## src/rtl/usbd_ctrl_pkg.sv

```systemverilog
package usbd_ctrl_pkg;

  localparam int DEV_ADDR_W = 7;
  localparam int FIELD_W    = 12;

  // Packed layout matches bits 11:0 of the register word.
  typedef struct packed {
    logic                  pd_dis;
    logic                  wake;
    logic                  detach;
    logic                  enable;
    logic                  addr_en;
    logic [DEV_ADDR_W-1:0] dev_addr;
  } ctrl_fields_t;

  localparam ctrl_fields_t CTRL_RESET = '{
    pd_dis:   1'b0,
    wake:     1'b0,
    detach:   1'b1,
    enable:   1'b0,
    addr_en:  1'b0,
    dev_addr: '0
  };

  // Encoded as {detach, pd_dis}.
  typedef enum logic [1:0] {
    PULL_ATT_FULL  = 2'b00,
    PULL_ATT_DPONL = 2'b01,
    PULL_DET_LOW   = 2'b10,
    PULL_FLOAT     = 2'b11
  } pull_mode_t;

endpackage

```

## src/rtl/usbd_rst_sync.sv

```systemverilog
module usbd_rst_sync #(
  parameter int STAGES = 2
) (
  input  logic clk,
  input  logic rst_n,
  output logic rst_sync_n
);

  logic [STAGES-1:0] sync_q;

  always_ff @(posedge clk or negedge rst_n) begin
    if (!rst_n) sync_q <= '0;
    else        sync_q <= {sync_q[STAGES-2:0], 1'b1};
  end

  assign rst_sync_n = sync_q[STAGES-1];

endmodule

```

## src/rtl/usbd_pull_decode.sv

```systemverilog
module usbd_pull_decode
  import usbd_ctrl_pkg::*;
(
  input  pull_mode_t mode_i,
  output logic       dp_pullup_o,
  output logic       dp_pulldown_o,
  output logic       dm_pulldown_o
);

  always_comb begin
    dp_pullup_o   = 1'b0;
    dp_pulldown_o = 1'b0;
    dm_pulldown_o = 1'b0;
    case (mode_i)
      PULL_ATT_FULL: begin
        dp_pullup_o   = 1'b1;
        dm_pulldown_o = 1'b1;
      end
      PULL_ATT_DPONL: begin
        dp_pullup_o   = 1'b1;
      end
      PULL_DET_LOW: begin
        dp_pulldown_o = 1'b1;
        dm_pulldown_o = 1'b1;
      end
      default: begin
        dp_pullup_o   = 1'b0;
      end
    endcase
  end

endmodule

```

## src/rtl/usbd_wake_seq.sv

```systemverilog
module usbd_wake_seq #(
  parameter int SUSP_MS = 5
) (
  input  logic clk,
  input  logic rst_n,
  input  logic suspend_i,
  input  logic tick_i,
  input  logic wake_req_i,
  input  logic done_i,
  input  logic bus_reset_i,
  output logic resume_o,
  output logic elapsed_o
);

  localparam int CNT_W = $clog2(SUSP_MS + 1);
  localparam logic [CNT_W-1:0] CNT_LIMIT = CNT_W'(SUSP_MS);

  logic [CNT_W-1:0] cnt_q, cnt_d;
  logic             cnt_en;
  logic             resume_q, resume_d;

  assign elapsed_o = (cnt_q == CNT_LIMIT);

  // Suspend time counter: restarts on any non-suspend cycle, saturates.
  always_comb begin
    cnt_d  = cnt_q;
    cnt_en = 1'b0;
    if (!suspend_i) begin
      cnt_d  = '0;
      cnt_en = (cnt_q != '0);
    end else if (tick_i && !elapsed_o) begin
      cnt_d  = cnt_q + 1'b1;
      cnt_en = 1'b1;
    end
  end

  always_ff @(posedge clk or negedge rst_n) begin
    if (!rst_n)      cnt_q <= '0;
    else if (cnt_en) cnt_q <= cnt_d;
  end

  // Resume level: launched once, held until completion.
  always_comb begin
    resume_d = resume_q;
    if (bus_reset_i)                          resume_d = 1'b0;
    else if (resume_q && done_i)              resume_d = 1'b0;
    else if (!resume_q && wake_req_i && elapsed_o) resume_d = 1'b1;
  end

  always_ff @(posedge clk or negedge rst_n) begin
    if (!rst_n) resume_q <= 1'b0;
    else        resume_q <= resume_d;
  end

  assign resume_o = resume_q;

  a_r6_launch_after_suspend: assert property (@(posedge clk) disable iff (!rst_n)
    $rose(resume_q) |-> $past(cnt_q) == CNT_LIMIT);

  a_r6_hold_until_done: assert property (@(posedge clk) disable iff (!rst_n)
    (resume_q && !done_i && !bus_reset_i) |=> resume_q);

  a_r6_count_restart: assert property (@(posedge clk) disable iff (!rst_n)
    !suspend_i |=> (cnt_q == '0));

endmodule

```

## src/rtl/usbd_addr_filter.sv

```systemverilog
module usbd_addr_filter #(
  parameter int ADDR_W = 7
) (
  input  logic              tok_valid_i,
  input  logic [ADDR_W-1:0] tok_addr_i,
  input  logic              addr_en_i,
  input  logic [ADDR_W-1:0] dev_addr_i,
  output logic              match_o
);

  logic [ADDR_W-1:0] accept_addr;

  assign accept_addr = addr_en_i ? dev_addr_i : '0;
  assign match_o     = tok_valid_i && (tok_addr_i == accept_addr);

endmodule

```

## src/rtl/usbd_ctrl_reg.sv

```systemverilog
module usbd_ctrl_reg
  import usbd_ctrl_pkg::*;
#(
  parameter int DATA_W  = 32,
  parameter int SUSP_MS = 5
) (
  input  logic                  clk,
  input  logic                  rst_n,
  input  logic                  wr_en_i,
  input  logic [DATA_W-1:0]     wr_data_i,
  output logic [DATA_W-1:0]     rd_data_o,
  input  logic                  bus_reset_i,
  input  logic                  suspend_i,
  input  logic                  ms_tick_i,
  input  logic                  resume_done_i,
  output logic                  resume_o,
  output logic                  dp_pullup_o,
  output logic                  dp_pulldown_o,
  output logic                  dm_pulldown_o,
  output logic                  xcvr_suspend_n_o,
  output logic                  ctrl_rst_n_o,
  input  logic                  tok_valid_i,
  input  logic [DEV_ADDR_W-1:0] tok_addr_i,
  output logic                  addr_match_o
);

  localparam int PAD_W = DATA_W - FIELD_W;

  logic         rst_q_n;
  ctrl_fields_t cur_q, cur_d, wr_fields;
  logic         reg_load;
  logic         resume_q;
  logic         elapsed;
  logic         resume_served;
  logic         unused_wr_hi;

  usbd_rst_sync #(.STAGES(2)) i_rst_sync (
    .clk        (clk),
    .rst_n      (rst_n),
    .rst_sync_n (rst_q_n)
  );

  assign wr_fields     = ctrl_fields_t'(wr_data_i[FIELD_W-1:0]);
  assign unused_wr_hi  = ^wr_data_i[DATA_W-1:FIELD_W];
  assign resume_served = resume_q && resume_done_i;

  // Next state: write, then hardware clear, then bus reset (highest).
  always_comb begin
    cur_d = cur_q;
    if (wr_en_i) begin
      cur_d      = wr_fields;
      cur_d.wake = cur_q.wake | wr_fields.wake;
    end
    if (resume_served) cur_d.wake = 1'b0;
    if (bus_reset_i) begin
      cur_d.pd_dis   = 1'b0;
      cur_d.wake     = 1'b0;
      cur_d.addr_en  = 1'b0;
      cur_d.dev_addr = '0;
    end
  end

  assign reg_load = wr_en_i | bus_reset_i | resume_served;

  always_ff @(posedge clk or negedge rst_q_n) begin
    if (!rst_q_n)      cur_q <= CTRL_RESET;
    else if (reg_load) cur_q <= cur_d;
  end

  assign rd_data_o        = {{PAD_W{1'b0}}, cur_q};
  assign xcvr_suspend_n_o = ~cur_q.detach;
  assign ctrl_rst_n_o     = cur_q.enable;

  usbd_pull_decode i_pull (
    .mode_i        (pull_mode_t'({cur_q.detach, cur_q.pd_dis})),
    .dp_pullup_o   (dp_pullup_o),
    .dp_pulldown_o (dp_pulldown_o),
    .dm_pulldown_o (dm_pulldown_o)
  );

  usbd_wake_seq #(.SUSP_MS(SUSP_MS)) i_wake (
    .clk         (clk),
    .rst_n       (rst_q_n),
    .suspend_i   (suspend_i),
    .tick_i      (ms_tick_i),
    .wake_req_i  (cur_q.wake),
    .done_i      (resume_done_i),
    .bus_reset_i (bus_reset_i),
    .resume_o    (resume_q),
    .elapsed_o   (elapsed)
  );

  assign resume_o = resume_q;

  usbd_addr_filter #(.ADDR_W(DEV_ADDR_W)) i_filt (
    .tok_valid_i (tok_valid_i),
    .tok_addr_i  (tok_addr_i),
    .addr_en_i   (cur_q.addr_en),
    .dev_addr_i  (cur_q.dev_addr),
    .match_o     (addr_match_o)
  );

  a_r3_detach_no_pullup: assert property (@(posedge clk) disable iff (!rst_q_n)
    cur_q.detach |-> !dp_pullup_o);

  a_r5_wake_sticky: assert property (@(posedge clk) disable iff (!rst_q_n)
    (cur_q.wake && !resume_served && !bus_reset_i) |=> cur_q.wake);

  a_r6_launch_needs_request: assert property (@(posedge clk) disable iff (!rst_q_n)
    $rose(resume_q) |-> $past(cur_q.wake) && $past(elapsed));

  a_r7_wake_clears_on_done: assert property (@(posedge clk) disable iff (!rst_q_n)
    resume_served |=> (!cur_q.wake && !resume_q));

  a_r8_bus_reset_clears: assert property (@(posedge clk) disable iff (!rst_q_n)
    bus_reset_i |=> (cur_q.dev_addr == '0 && !cur_q.addr_en && !cur_q.pd_dis
                     && !cur_q.wake && !resume_q));

  a_r8_keeps_enable_detach: assert property (@(posedge clk) disable iff (!rst_q_n)
    (bus_reset_i && !wr_en_i) |=> ($stable(cur_q.enable) && $stable(cur_q.detach)));

  a_r9_default_addr: assert property (@(posedge clk) disable iff (!rst_q_n)
    (addr_match_o && !cur_q.addr_en) |-> (tok_addr_i == '0));

  a_r9_stored_addr: assert property (@(posedge clk) disable iff (!rst_q_n)
    (addr_match_o && cur_q.addr_en) |-> (tok_addr_i == cur_q.dev_addr));

endmodule

```

## config.mk

```make
export PLATFORM = sky130hd
export DESIGN_NAME = usbd_ctrl_reg
export DESIGN_NICKNAME = d
export VERILOG_FILES = /design/src/rtl/usbd_ctrl_pkg.sv /design/src/rtl/usbd_rst_sync.sv /design/src/rtl/usbd_pull_decode.sv /design/src/rtl/usbd_wake_seq.sv /design/src/rtl/usbd_addr_filter.sv /design/src/rtl/usbd_ctrl_reg.sv
export SDC_FILE = /design/constraint.sdc
export NUM_CORES = 1
export LEC_CHECK = 0
export CORE_MARGIN = 4
export CORE_UTILIZATION = 65
export CTS_BUF_LIST = sky130_fd_sc_hd__clkbuf_16
export CTS_CLUSTER_DIAMETER = 200
export DETAILED_ROUTE_END_ITERATION = 12
export DONT_BUFFER_PORTS = 1
export GPL_TIMING_DRIVEN = 0
export HOLD_SLACK_MARGIN = 0.02
export MAX_ROUTING_LAYER = met4
export PLACE_DENSITY = 0.81
export RECOVER_POWER = 50
export SYNTH_ARGS = -nofsm -noshare
export SYNTH_HDL_FRONTEND = slang
export SYNTH_SLANG_ARGS = --single-unit
```

## constraint.sdc

```tcl
create_clock -name clk -period 1.9 [get_ports clk]
set_clock_uncertainty 0.05 [all_clocks]
set_input_delay 0 -clock clk [delete_from_list [all_inputs] [get_ports clk]]
set_output_delay 0 -clock clk [all_outputs]
set_load 0.01 [all_outputs]
```

==> results.md <==
* # setup viols final at 0
* Postcts setup bufs at 0
* H-tree depth at 1
* CTS resizes at 0
* Simple-gate share of the synthesized area at 0.1398
* Syn Inst Count at 113
* Skew-Pair Late Insertion Delay at 0.25 ns
* Detailed-route DRC error count at 0
* Max-slew headroom at 0.5707
* Yosys top cell by area: dfrtp_1
* Slew @ Worst Pin at 0.6439 ns
* Initial Utilization at 0.7063
* Largest net degree at the start of global routing at 17
* Drt pass-1 iters at 4
* Row count at 14
* Total Routed Length at about 3700 um
* Origin of the critical flop-to-flop path: i_wake.cnt_q[1]
* Gr ovfl total at 0
* Cell area after synthesis at 0.001101 mm2
* Width of the die at a little under 50 um
* Longest Clk Path Bufs at 2
* Total GRT Usage at 0.3324
* Main flop type after synthesis: dfrtp_1
* Design area at roughly 0.0015 mm2
* Placed Instances at ~150
* CTS tree: yes
* Post-synth top area share at 0.3864
* Synth top cells by count: 23 x buf_4, 17 x dfrtp_1, 13 x nor2_1, 10 x mux2i_1, 7 x inv_1
* Hold Slack at 0.1141 ns
* Layout cells sized above 1 at 0.2102
* Die H at 49.16 um
* Crit path from: rd_data_o[2]
* Min Tclk post-route at approximately 1.7 ns
* Root buf cell: clkbuf_16
* Syn_area_per_cell at 9.744 um2
* Mux contribution to synthesized area at 0.1114
* PwrDens at 776.1 mW/mm2
* WP data arrival at 1.67 ns
* Final TNS setup at 0 ns
* CP startpoint kind: flop
* Period utilisation layout at 0.9034
* CTS Buf Count at 3
* Critical path start-end classification: flop to primary output
* Fin cells at 173
* Worst-path clk slew at roughly 0.050 ns
* Max Slew Vio Count at 0
* First-pass GRT wire length at 5678 um
* Initial antenna violation count at 0
* I/O Buffers at 0
* Final nets at 208
* Most frequent cell after synthesis: buf_4
* Hold crit path type: input port to primary output
* Synth Area in Compound Gates at 0.1011
* Synth Register Bits at 18
* Area Overhead vs Synth at 34.55%
* Vias in the first global route at between 1,000 and 1,500
* Unique masters post-synth at 32
* LEAKAGE at 0.7624 nW
* Max cap viols at 0
* Area share of fa/ha/maj cells after synthesis at 0.03409
* Top cells by area, synth: dfrtp_1 39%, buf_4 16%, mux2i_1 9.1%, nor2_1 4.4%, ha_1 3.4%
* Clk sinks at 18
* Placed inst area at between 0.001 and 0.0015 mm2
* DRT iter0 DRCs at 29
* RSZ-0062 raised after global routing: no
* Layout Utilization at 0.9502
* Xor/xnor share of the synthesized area at 0.007955
* Die area at 0.002416 mm2
* Req. time, crit path at around 1.9 ns
* Worst setup EP type: primary output
* Post-DP HPWL at 1738 um
* GPL Wtd Cong at 0.7267
* ANT nets after route at 0
* I/O Pins at 86
* Via count at 993
* Wire per inst at between 20 and 25 um
* EDFF count, synth at 0
* Status: finished, final reports clean
* Largest family of logic cells by synthesized area: buffers and inverters
* Placeable Area at 0.001559 mm2
* Worst min-delay path startpoint: tok_valid_i
* Post-synth ARST share at 1.000
* Fmax at 582.6 MHz
* Vias/cell at 5.740
* Ys Warns at 0
* Critical Path Fanout Max at 5
* Ant diodes at 0
* Sequential fraction of the synthesis area at 0.4102
* Final Hold Vio Count at 0
* Worst vdd ir at 0.9844 mV
[power by group]
group          internal, mW  switching (mW)
combinational         0.128           0.127
clock                 0.280           0.140
sequential            0.420          0.0542
total                 0.828           0.322
[per-stage QoR]
stage               power, mW  setup WS [ns]
finish                  1.150         0.1835
global route            1.207         0.1223
floorplan              0.6336         0.5826
CTS                     1.110         0.2030
global placement       0.6544         0.4955
detailed placement     0.6639         0.4738
[cell type report]
type                    count  area (um2)
multi-input cells          82       513.0
flip-flops and latches     18       451.7
repair buffers             21       210.2
plain buffers              25       181.4
fillers                    41       77.57
clock buffers               3       75.07
inverters                   7       26.28
well taps                  16       20.02
clock inverters             1       3.754
[path summary, 6_finish.rpt]
path                                   endpoint  slack (ns)  cells after the start
min reg2reg                     i_wake.cnt_q[1]        0.22                      0
min                                addr_match_o        0.11                      2
max in group asynchronous  i_rst_sync.sync_q[0]        1.17                      2
max reg2reg                     i_wake.cnt_q[2]        0.20                      5
min in group asynchronous       i_wake.cnt_q[1]        0.22                      0
max                                addr_match_o        0.18                      4
[kinds of logic (layout without fill, tap and decap cells)]
| logic type | Yosys count | in the layout |
|---|---|---|
| other | 2 | 21 |
| DFF | 18 | 18 |
| buffers and inverters | 32 | 57 |
| xor gates and xnor gates | 1 | 1 |
| adders and majority gates | 3 | 3 |
| and+or+nand+nor | 29 | 29 |
| muxes | 12 | 12 |
| AOI/OAI and AO/OA | 16 | 16 |
[sequential cells by signal, summed over array words and instances, names as in the netlist]
| signal | flops |
|---|---|
| i_wake.cnt_q | 3 |
| i_wake.resume_o | 1 |
| rd_data_o | 11 |
| i_rst_sync.sync_q | 2 |
| ctrl_rst_n_o | 1 |
[worst max-delay path, cell delays in order, from the launching register on]
cell and delay [ns]:
dfrtp_1 0.46, xnor2_1 0.23, a31o_1 0.16, a22oi_1 0.08, a2111oi_2 0.48
[cells in the final DEF (no fill, tap or decap), drive strengths merged]
master / netlist / layout
nor3b: 1 / 1
inv: 7 / 7
buf: 24 / 24
nor2: 13 / 13
a22oi: 1 / 1
nor2b: 1 / 1
a31o: 1 / 1
a21boi: 1 / 1
a2111oi: 1 / 1
and4b: 1 / 1
mux2: 2 / 2
nand3: 3 / 3
clkbuf: 1 / 4
nand2: 3 / 3
clkinv: 0 / 1
a32o: 1 / 1
o21ai: 4 / 4
and4bb: 1 / 1
dfstp: 1 / 1
xnor2: 1 / 1
and2b: 1 / 1
dlygate4sd3: 0 / 21
ha: 3 / 3
or4: 1 / 1
or2: 1 / 1
conb: 2 / 21
a211oi: 1 / 1
nand2b: 3 / 3
a21oi: 4 / 4
o2111ai: 1 / 1
a31oi: 1 / 1
dfrtp: 17 / 17
mux2i: 10 / 10
[routing by layer]
layer	vias up	wire length (um)	share of wire	GRT usage
met1	465	1289	0.35	0.3576
met5	-	0	0	-
met2	81	1867	0.50	0.5536
li1	426	-	-	-
met3	21	367	0.099	0.1162
met4	0	191	0.051	0.1374
[timing repair]
action | in CTS | in global routing
hold buffers | 21 | 0
setup endpoints to repair | 0 | 0
endpoints found under the hold margin | 18 | 0
Note: power is estimated with default switching activity, not from simulation.
